===== config.mk =====
export PLATFORM = sky130hd
export DESIGN_NAME = wsb_ibuf
export DESIGN_NICKNAME = d
export VERILOG_FILES = /design/src/rtl/wsb_pkg.sv /design/src/rtl/wsb_fifo.sv /design/src/rtl/wsb_scoreboard.sv /design/src/rtl/wsb_ibuf.sv
export SDC_FILE = /design/constraint.sdc
export NUM_CORES = 1
export LEC_CHECK = 0
export BUFFER_PORTS_ARGS = -buffer_cell sky130_fd_sc_hd__buf_2
export CORE_UTILIZATION = 35
export CTS_CLUSTER_SIZE = 8
export DETAILED_ROUTE_END_ITERATION = 10
export SYNTH_ARGS = -nofsm -noshare
export SYNTH_HDL_FRONTEND = slang
export SYNTH_SLANG_ARGS = --single-unit

===== constraint.sdc =====
create_clock -name clk -period 4.9 [get_ports clk]
set_clock_uncertainty 0.2 [all_clocks]
set_input_delay 0 -clock clk [delete_from_list [all_inputs] [get_ports clk]]
set_output_delay 0 -clock clk [all_outputs]
set_load 0.02 [all_outputs]

===== src/rtl/wsb_pkg.sv =====
`timescale 1ns/1ps
package wsb_pkg;
   // Reason the head of the buffer is not offered for issue.
   typedef enum logic [2:0] {
      HZ_NONE   = 3'd0,
      HZ_EMPTY  = 3'd1,
      HZ_RAW    = 3'd2,
      HZ_WAW    = 3'd3,
      HZ_NOSLOT = 3'd4
   } hz_e;

   function automatic int unsigned idx_w(input int unsigned n);
      return (n < 2) ? 1 : $clog2(n);
   endfunction
endpackage


===== src/rtl/wsb_fifo.sv =====
`timescale 1ns/1ps
module wsb_fifo #(
   parameter int unsigned WIDTH = 8,
   parameter int unsigned DEPTH = 4
) (
   input  logic             clk,
   input  logic             rst_n,
   input  logic             push,
   input  logic             pop,
   input  logic [WIDTH-1:0] din,
   output logic [WIDTH-1:0] dout,
   output logic             full,
   output logic             empty
);
   localparam int unsigned PW = wsb_pkg::idx_w(DEPTH);
   localparam int unsigned CW = $clog2(DEPTH + 1);
   localparam bit POW2 = ((DEPTH & (DEPTH - 1)) == 0);

   logic [WIDTH-1:0] mem [DEPTH];
   logic [PW-1:0]    wr_ptr, rd_ptr, wr_nxt, rd_nxt;
   logic [CW-1:0]    count;

   generate
      if (POW2) begin : g_pow2
         // pointers wrap by overflow
         assign wr_nxt = wr_ptr + 1'b1;
         assign rd_nxt = rd_ptr + 1'b1;
      end else begin : g_wrap
         assign wr_nxt = (wr_ptr == PW'(DEPTH - 1)) ? '0 : wr_ptr + 1'b1;
         assign rd_nxt = (rd_ptr == PW'(DEPTH - 1)) ? '0 : rd_ptr + 1'b1;
      end
   endgenerate

   always_ff @(posedge clk) begin
      if (!rst_n) begin
         wr_ptr <= '0;
         rd_ptr <= '0;
         count  <= '0;
      end else begin
         if (push) wr_ptr <= wr_nxt;
         if (pop)  rd_ptr <= rd_nxt;
         count <= count + CW'(push) - CW'(pop);
      end
   end

   always_ff @(posedge clk) begin
      if (push) mem[wr_ptr] <= din;
   end

   assign dout  = mem[rd_ptr];
   assign full  = (count == CW'(DEPTH));
   assign empty = (count == '0);
endmodule


===== src/rtl/wsb_scoreboard.sv =====
`timescale 1ns/1ps
module wsb_scoreboard #(
   parameter int unsigned REG_W   = 5,
   parameter int unsigned ENTRIES = 4
) (
   input  logic                       clk,
   input  logic                       rst_n,
   input  logic                       wb_valid,
   input  logic [REG_W-1:0]           wb_reg,
   input  logic                       alloc,
   input  logic [REG_W-1:0]           alloc_reg,
   input  logic [REG_W-1:0]           q_dst,
   input  logic                       q_dst_en,
   input  logic [REG_W-1:0]           q_src_a,
   input  logic                       q_src_a_en,
   input  logic [REG_W-1:0]           q_src_b,
   input  logic                       q_src_b_en,
   output logic                       src_hit,
   output logic                       dst_hit,
   output logic                       no_slot,
   output logic [ENTRIES-1:0]         ent_valid,
   output logic [ENTRIES*REG_W-1:0]   ent_ids
);
   localparam int unsigned IW = wsb_pkg::idx_w(ENTRIES);

   logic [REG_W-1:0]   id_q [ENTRIES];
   logic [ENTRIES-1:0] vld_q, live, hit_a, hit_b, hit_d;
   logic [IW-1:0]      free_idx;

   // Writeback is folded in before any comparison.
   generate
      for (genvar e = 0; e < ENTRIES; e++) begin : g_ent
         assign live[e]  = vld_q[e] && !(wb_valid && id_q[e] == wb_reg);
         assign hit_a[e] = live[e] && q_src_a_en && (id_q[e] == q_src_a);
         assign hit_b[e] = live[e] && q_src_b_en && (id_q[e] == q_src_b);
         assign hit_d[e] = live[e] && q_dst_en   && (id_q[e] == q_dst);
         assign ent_ids[e*REG_W +: REG_W] = id_q[e];
      end
   endgenerate

   assign src_hit   = |(hit_a | hit_b);
   assign dst_hit   = |hit_d;
   assign no_slot   = &live;
   assign ent_valid = vld_q;

   // lowest free entry wins
   always_comb begin
      free_idx = '0;
      for (int i = ENTRIES - 1; i >= 0; i--) begin
         if (!live[i]) free_idx = IW'(i);
      end
   end

   always_ff @(posedge clk) begin
      if (!rst_n) begin
         vld_q <= '0;
         for (int i = 0; i < ENTRIES; i++) id_q[i] <= '0;
      end else begin
         vld_q <= live;
         if (alloc && !no_slot) begin
            vld_q[free_idx] <= 1'b1;
            id_q[free_idx]  <= alloc_reg;
         end
      end
   end
endmodule


===== src/rtl/wsb_ibuf.sv =====
`timescale 1ns/1ps
module wsb_ibuf #(
   parameter int unsigned REG_W      = 5,
   parameter int unsigned TAG_W      = 16,
   parameter int unsigned DEPTH      = 4,
   parameter int unsigned SB_ENTRIES = 4
) (
   input  logic             clk,
   input  logic             rst_n,
   input  logic             fetch_valid,
   output logic             fetch_ready,
   input  logic [TAG_W-1:0] fetch_tag,
   input  logic [REG_W-1:0] fetch_dst,
   input  logic             fetch_dst_en,
   input  logic [REG_W-1:0] fetch_src_a,
   input  logic             fetch_src_a_en,
   input  logic [REG_W-1:0] fetch_src_b,
   input  logic             fetch_src_b_en,
   output logic             issue_valid,
   input  logic             issue_ready,
   output logic [TAG_W-1:0] issue_tag,
   output logic [REG_W-1:0] issue_dst,
   output logic             issue_dst_en,
   output logic [REG_W-1:0] issue_src_a,
   output logic             issue_src_a_en,
   output logic [REG_W-1:0] issue_src_b,
   output logic             issue_src_b_en,
   input  logic             wb_valid,
   input  logic [REG_W-1:0] wb_reg
);
   import wsb_pkg::*;

   typedef struct packed {
      logic [TAG_W-1:0] tag;
      logic [REG_W-1:0] dst;
      logic             dst_en;
      logic [REG_W-1:0] src_a;
      logic             src_a_en;
      logic [REG_W-1:0] src_b;
      logic             src_b_en;
   } uop_t;

   localparam int unsigned UOP_W = $bits(uop_t);

   generate
      if (DEPTH < 2) begin : g_bad_depth
         $error("wsb_ibuf: DEPTH must be at least 2");
      end
      if (SB_ENTRIES < 1 || SB_ENTRIES > 8) begin : g_bad_sb
         $error("wsb_ibuf: SB_ENTRIES must lie in 1..8");
      end
      if (REG_W < 1 || TAG_W < 1) begin : g_bad_w
         $error("wsb_ibuf: REG_W and TAG_W must be positive");
      end
   endgenerate

   uop_t in_uop, head;
   logic full, empty, push, fire;
   logic src_hit, dst_hit, no_slot;
   logic [SB_ENTRIES-1:0]       sb_valid;
   logic [SB_ENTRIES*REG_W-1:0] sb_id;
   hz_e  hz;

   assign in_uop = '{tag: fetch_tag, dst: fetch_dst, dst_en: fetch_dst_en,
                     src_a: fetch_src_a, src_a_en: fetch_src_a_en,
                     src_b: fetch_src_b, src_b_en: fetch_src_b_en};

   assign fetch_ready = !full;
   assign push        = fetch_valid && !full;
   assign fire        = issue_valid && issue_ready;

   wsb_fifo #(.WIDTH(UOP_W), .DEPTH(DEPTH)) u_buf (
      .clk   (clk),
      .rst_n (rst_n),
      .push  (push),
      .pop   (fire),
      .din   (in_uop),
      .dout  (head),
      .full  (full),
      .empty (empty)
   );

   wsb_scoreboard #(.REG_W(REG_W), .ENTRIES(SB_ENTRIES)) u_sb (
      .clk        (clk),
      .rst_n      (rst_n),
      .wb_valid   (wb_valid),
      .wb_reg     (wb_reg),
      .alloc      (fire && head.dst_en),
      .alloc_reg  (head.dst),
      .q_dst      (head.dst),
      .q_dst_en   (head.dst_en),
      .q_src_a    (head.src_a),
      .q_src_a_en (head.src_a_en),
      .q_src_b    (head.src_b),
      .q_src_b_en (head.src_b_en),
      .src_hit    (src_hit),
      .dst_hit    (dst_hit),
      .no_slot    (no_slot),
      .ent_valid  (sb_valid),
      .ent_ids    (sb_id)
   );

   always_comb begin
      if (empty)                       hz = HZ_EMPTY;
      else if (src_hit)                hz = HZ_RAW;
      else if (dst_hit)                hz = HZ_WAW;
      else if (head.dst_en && no_slot) hz = HZ_NOSLOT;
      else                             hz = HZ_NONE;
   end

   assign issue_valid    = (hz == HZ_NONE);
   assign issue_tag      = head.tag;
   assign issue_dst      = head.dst;
   assign issue_dst_en   = head.dst_en;
   assign issue_src_a    = head.src_a;
   assign issue_src_a_en = head.src_a_en;
   assign issue_src_b    = head.src_b;
   assign issue_src_b_en = head.src_b_en;
endmodule


==> results by group, run 1 <==
Outcome
  • Outcome: finished, final reports clean

Worst setup path
  • Type of origin of the critical path: flip-flop
  • Startpoint-to-endpoint class of the critical path: flip-flop to flip-flop
  • Slowest cell delay on critical path: 0.64 ns
  • Slowest cell on the critical path: sky130_fd_sc_hd__mux4_2
  • Worst reg2reg endpoint: u_buf.count[0]
  • Endpoint class of the critical path: flip-flop
  • CP Max Fanout: 17
  • Worst R2R Setup Slack: ~0.57 ns
  • Ordered list of cells on the worst path: buf_4, mux4_2, xnor2_1, nand4_1, nor4_1, nor4_1, o211ai_1, nor4_2, ha_1, inv_1, ha_1, and2_1, dlygate4sd3_1
  • Critical path data arrival time: 4.44 ns
  • Worst endpoint required time: roughly 5 ns
  • Length in cells of the worst reg-to-reg path: 13

Worst hold path
  • Start point of the worst min-delay path: wb_reg[2]
  • Classification of the worst-slack hold path: input pin to flip-flop
  • End point of the worst hold path: u_sb.ent_valid[1]
  • Worst Hold Depth: 6

CTS
  • Clock network latency to the later pin of the worst-skew pair: 0.43 ns
  • Cell at the root of the clock tree: sky130_fd_sc_hd__clkbuf_16
  • Post-CTS clock slew at the launch and capture registers of the worst setup and hold paths: 0.07 ns
  • Clock tree from TritonCTS: done
  • Post_cts resized: 0
  • Max clock buf depth: 2
  • CTS H-tree depth: 4
  • Num CTS Buffers: 17
  • Clock Sink Count: approximately 170

Final layout
  • Fin nets: 640
  • Post-route non-filler standard cell count: between 800 and 900
  • Area growth from synthesis to layout: 20.4%
  • Utilization of the core after routing: between 40% and 50%
  • Antenna cell count: 0
  • Layout cells sized above 1: 27.2%
  • Final Cell Area: 0.00924 sq mm

Logic synthesis
  • Part of the Yosys area used for sequential elements: between 60% and 70%
  • Synth warn: 0
  • Combined area of all synthesized cells: around 0.0077 sq mm
  • Mean instance size in the synthesized netlist: 15.9 sq um
  • Library cells used by synthesis: 50
  • Register bit count reported by yosys: roughly 170
  • Synthesized netlist cell count: between 400 and 500
  • Nets in the synthesized netlist: approximately 530

Die
  • Die area: roughly 0.023 sq mm
  • Die extent in y: 150 um
  • Placeable core region: roughly 0.021 sq mm
  • Number of placement rows: between 50 and 60
  • Ports: 80
  • X dimension of the die: approximately 150 um
  • Initial standard-cell utilization of the core: roughly 36%

Pwr
  • Overall power of the completed layout: 4.58 mW
  • PD cells: 496 mW/mm^2
  • Static Leak: between 3 and 4 nW
  • Maximum vdd drop: approximately 300 uV

Route
  • Final wirelength: about 17000 um
  • Via density: just over 5
  • Detailed-route DRC error count: 0
  • Number of nets still failing antenna checks after routing: 0
  • Vias: between 4k and 5k
  • Detailed Route Iter0 Violations: ~250
  • Wire length per cell after detailed routing: between 15 and 20 um
  • Number of detailed-route iterations in the first pass: 5

Place
  • Worst-case setup slack after placement: 0.548 ns
  • Number of I/O port buffers: 79
  • RD Place Congestion: ~0.96
  • Post-place instance area: 0.00824 sq mm
  • HPWL Detailed: approximately 12000 um
  • Placed Cells incl. Taps: 806

Timing
  • Final Max Tran Viols: 0
  • Final setup violation count: 0
  • Aggregate negative setup slack: 0 ns
  • Tightest slew margin relative to the limit: 35.3%
  • Highest clock rate: approximately 0.23 GHz
  • Final hold slack: roughly 0.053 ns
  • Final critical-path required period: 4.33 ns
  • Share of the clock period used by the worst path: 88.3%
  • Endpoints failing hold: 0
  • RSZ-0062 raised after global routing: false
  • Measured slew at the worst slew-check pin: roughly 0.97 ns
  • Final worst slack: 0.572 ns

Run
  • Max Cap Violations: 0

GRT
  • Initial antenna violation count: 0
  • Pin count of the biggest net entering global routing: 35
  • Total overflow reported by the global router: 0
  • Total track usage: 16.7%
  • First-pass GRT wire length: 27000 um
  • Via count of the first global-routing pass: 4783
## how the worst max path moves through the flow
stage                         start             end  slack (ns)  depth (start not counted)
after CTS                 flip-flop  u_buf.count[2]        0.51                         16
after floorplan           flip-flop  u_buf.count[2]        0.82                         17
after global routing      flip-flop  u_buf.count[2]        0.20                         16
final                     flip-flop  u_buf.count[0]        0.57                         13
after global placement    flip-flop  u_buf.count[2]        0.61                         16
after detailed placement  flip-flop  u_buf.count[2]        0.55                         16
## layout by cell type, fill, tap and decap left out, types with 14 or more instances in the layout
cell / netlist / final
sky130_fd_sc_hd__edfxtp_1: 156 / 156
sky130_fd_sc_hd__buf_2: 9 / 79
sky130_fd_sc_hd__xnor2_1: 65 / 65
sky130_fd_sc_hd__dlygate4sd3_1: 0 / 39
sky130_fd_sc_hd__mux4_2: 24 / 24
sky130_fd_sc_hd__xor2_1: 20 / 20
sky130_fd_sc_hd__nor2_1: 18 / 18
sky130_fd_sc_hd__clkbuf_16: 0 / 17
sky130_fd_sc_hd__nor4_1: 16 / 16
sky130_fd_sc_hd__nand2_1: 15 / 15
sky130_fd_sc_hd__nor3_1: 15 / 15
sky130_fd_sc_hd__mux2i_1: 14 / 14
## layout make-up
class,instances,area (sq um)
clock buffers,17,425
clock inverters,15,178
fillers,1905,12100
inverters,14,52.6
multi-input cells,260,2440
flip-flops and latches,169,4950
well taps,275,344
repair buffers,127,853
## power by group
part | switching (mW) | internal, mW
clock | 0.614 | 0.729
sequential | 0.109 | 1.76
combinational | 0.810 | 0.564
## metal layers
metal / vias up / share of wire (%) / wire length (um) / track usage [%]
li1: 2045 / - / - / -
met1: 2260 / 43 / 7540 / 20.5
met2: 133 / 49 / 8580 / 28.6
met3: 26 / 5.7 / 992 / 4.36
met4: 0 / 1.7 / 302 / 5.30
met5: - / 0 / 0 / 0
## synth_stat cells, drive strengths merged
master  count  area share [%]
edfxtp    156              61
xnor2      65             7.4
mux4       31             9.4
buf        24             2.4
xor2       20             2.3
nor2       18            0.88
nor4       18             1.7
clkbuf     16            0.78
nand2      15            0.73
nor3       15            0.98
mux2i      14             1.8
dfxtp      13             3.4
inv        13            0.64
nand4      10            0.82
o21ai       8            0.57
nand3       7            0.52
ha          6            0.98
and3        4            0.33
a21oi       3            0.20
a31o        3            0.34
mux2        3            0.49
o22ai       3            0.24
and2        2            0.16
nand2b      2            0.16
o211ai      2            0.20
a21o        1           0.098
a221oi      1            0.11
a41o        1            0.13
a41oi       1            0.11
clkinv      1           0.049
fa          1            0.26
nand3b      1           0.098
o21a        1           0.098
o31ai       1           0.098
or2         1           0.082
or4         1            0.15
or4b        1            0.13
## cell families (layout without fill, tap and decap cells)
kind of cell / Yosys count / after routing / share of synthesized area, %
muxes: 48 / 48 / 11.8
DFF: 169 / 169 / 64.4
xor gates and xnor gates: 85 / 85 / 9.70
buffers and inverters: 54 / 173 / 3.88
AOI/OAI and AO/OA: 25 / 25 / 2.20
adders and majority gates: 7 / 7 / 1.24
and+or+nand+nor: 95 / 95 / 6.78
## what timing repair did
action | in CTS | in global routing
endpoints found under the hold margin | 154 | 0
hold buffers | 39 | 0
setup buffers | 0 | 0
## state kept, by name, indices dropped and copies added (netlist names), named ones only
signal          cells
u_buf.mem         136
u_sb.id_q          20
u_sb.ent_valid      4
u_buf.count         3
u_buf.rd_ptr        2
u_buf.wr_ptr        2
## critical path, delay by kind of cell, from the launching register on
kind / cells / cell delay [ns]
fa+ha+maj: 2 / 0.48
flops: 1 / 0.59
simple gates: 5 / 0.94
compound gates: 1 / 0.23
buf+inv: 3 / 0.95
xor+xnor: 1 / 0.16
mux: 1 / 0.64
(Power assumes the default switching activity.)
==> inputs of run 2 (changes only) <==
Clock period 4.9 ns to 4 ns, I/O delays scaled along.
==> results by group, run 2 (same netlist as run 1, synthesis figures left out) <==
Final layout
  • Antenna cell count: 0
  • Top library cells by usage in the layout, fill and taps aside: sky130_fd_sc_hd__edfxtp_1 (156), sky130_fd_sc_hd__buf_2 (79), sky130_fd_sc_hd__xnor2_1 (65)
  • Utilization of the core after routing: 46.0%
  • Fin nets: 700
  • Largest register FFs: between 100 and 150
  • Commonest non-fill, non-tap cell in the layout: sky130_fd_sc_hd__edfxtp_1
  • Register with the most flip-flops: u_buf.mem
  • Area growth from synthesis to layout: 27.6%
  • Layout cells sized above 1: between 30 and 40%

Die
  • Die area: ~0.023 sq mm
  • Placeable core region: 0.0213 sq mm
  • Initial standard-cell utilization of the core: between 30% and 40%
  • Ports: 80
  • Number of placement rows: 53
  • X dimension of the die: 150 um
  • Die extent in y: between 150 and 200 um

GRT
  • Pin count of the biggest net entering global routing: 35
  • Via count of the first global-routing pass: just under 5k
  • Total track usage: between 10% and 20%
  • Total overflow reported by the global router: 0
  • Initial antenna violation count: 0
  • First-pass GRT wire length: between 20000 and 30000 um

Place
  • RD Place Congestion: approximately 0.95
  • Number of I/O port buffers: just under 80
  • HPWL Detailed: approximately 13000 um

Timing
  • Measured slew at the worst slew-check pin: about 1 ns
  • Tightest slew margin relative to the limit: between 30% and 40%
  • Final critical-path required period: ~4.0 ns
  • Highest clock rate: ~0.25 GHz
  • Endpoints failing hold: 0
  • Aggregate negative setup slack: 0 ns
  • Share of the clock period used by the worst path: between 90% and 100%
  • Final setup violation count: 0
  • RSZ-0062 raised after global routing: true
  • Final Max Tran Viols: 0

Worst setup path
  • Worst endpoint required time: around 4 ns
  • Startpoint-to-endpoint class of the critical path: flip-flop to flip-flop
  • Ordered list of cells on the worst path: buf_12, buf_8, mux4_2, buf_6, nand4_1, nor4_1, or4_4, nor4_4, ha_1, inv_1, ha_2, inv_2, fa_2, xor2_1, xnor2_1, nor2_1
  • Endpoint class of the critical path: flip-flop
  • Type of origin of the critical path: flip-flop
  • Worst R2R Setup Slack: ~0.042 ns
  • CP Max Fanout: 7
  • Slowest cell on the critical path: sky130_fd_sc_hd__mux4_2
  • Critical path data arrival time: between 4 and 5 ns
  • Slowest cell delay on critical path: between 0.5 and 0.6 ns

Pwr
  • PD cells: 622 mW/mm^2
  • Static Leak: 3.44 nW
  • Maximum vdd drop: around 500 uV

CTS
  • Clock tree from TritonCTS: done
  • Cell at the root of the clock tree: sky130_fd_sc_hd__clkbuf_16
  • Clock Sink Count: roughly 170
  • Clock network latency to the later pin of the worst-skew pair: approximately 0.42 ns
  • Max clock buf depth: 2
  • Post-CTS clock slew at the launch and capture registers of the worst setup and hold paths: around 0.07 ns
  • Num CTS Buffers: 17
  • CTS H-tree depth: 4

Route
  • Final wirelength: 18400 um
  • Detailed-route DRC error count: 0
  • Wire length per cell after detailed routing: between 15 and 20 um
  • Detailed Route Iter0 Violations: around 270
  • Via density: 5.07
  • Vias: 4747
  • Number of detailed-route iterations in the first pass: 5
  • Number of nets still failing antenna checks after routing: 0

Run
  • Max Cap Violations: 0

Worst hold path
  • Classification of the worst-slack hold path: input pin to flip-flop

Outcome
  • Outcome: finished, final reports clean
run 2: cell types whose count changed in the layout (fill, tap and decap cells not counted), moves of 3 or more:
cell / previous run / this run
sky130_fd_sc_hd__mux4_1: 7 / 0
sky130_fd_sc_hd__bufinv_16: 1 / 4
sky130_fd_sc_hd__buf_6: 0 / 3
sky130_fd_sc_hd__clkinv_8: 3 / 0
sky130_fd_sc_hd__mux4_2: 24 / 31
sky130_fd_sc_hd__buf_4: 9 / 63
run 2: worst paths after layout:
| kind | to | startpoint | cells after the start |
|---|---|---|---|
| worst max register to register | u_buf.count[2] | flip-flop | 16 |
| worst max-delay path | u_buf.count[2] | flip-flop | 16 |
| worst min register to register | flip-flop | u_buf.rd_ptr[1] | 2 |
| worst min-delay path | u_buf.mem[1][27] | fetch_tag[9] | 2 |
run 2: final cells by class:
class	instances	area [sq um]
Fill cell	1864	11500
Sequential cell	169	4950
Multi-Input combinational cell	260	2450
Timing Repair Buffer	187	1360
Clock buffer	17	425
Tap cell	275	344
Clock inverter	14	209
Inverter	14	52.6
run 2: routing by layer:
metal | GRT usage [%] | vias to the layer above | wire length (um)
li1 | - | 2156 | -
met5 | 0 | - | 0
met1 | 22.1 | 2373 | 8090
met4 | 6.26 | 0 | 321
met3 | 4.05 | 24 | 1330
met2 | 26.9 | 194 | 8670
run 2: power breakdown:
group	leakage (nW)	internal [mW]	switching, mW
registers	1.56	2.16	0.105
clock network	0.313	1.06	0.695
logic	1.56	0.937	1.14
run 2: critical path: cells and delay by family, from the launching register on:
kind,cells,cell delay [ns]
XOR/XNOR,2,0.30
buffers and inverters,5,0.51
adder cells (fa/ha/maj),3,0.77
AND/OR/NAND/NOR,5,1.01
flip-flops,1,0.44
multiplexers,1,0.58
run 2: through the flow:
step	setup WS (ns)	total power, mW	cell area [sq um]	hold slack [ns]	instances
2_1_floorplan	0.0462	3.54	7680	-0.101	483
4_1_cts	0.0107	5.94	9580	0.101	914
5_1_grt	-0.120	6.35	9790	0.116	936
3_5_place_dp	-0.0304	4.16	8550	0.0159	844
3_3_place_gp	-0.0738	4.14	8550	0.00816	844
6_report	0.0416	6.09	9790	0.120	936
run 2: repair_timing:
action                                 CTS  global route
cloned                                   0             1
gates resized for setup                  1            25
pin swaps                                1            10
setup endpoints to repair                1            11
endpoints found under the hold margin  159             0
hold buffers                            39             0
buffers inserted                         0            22
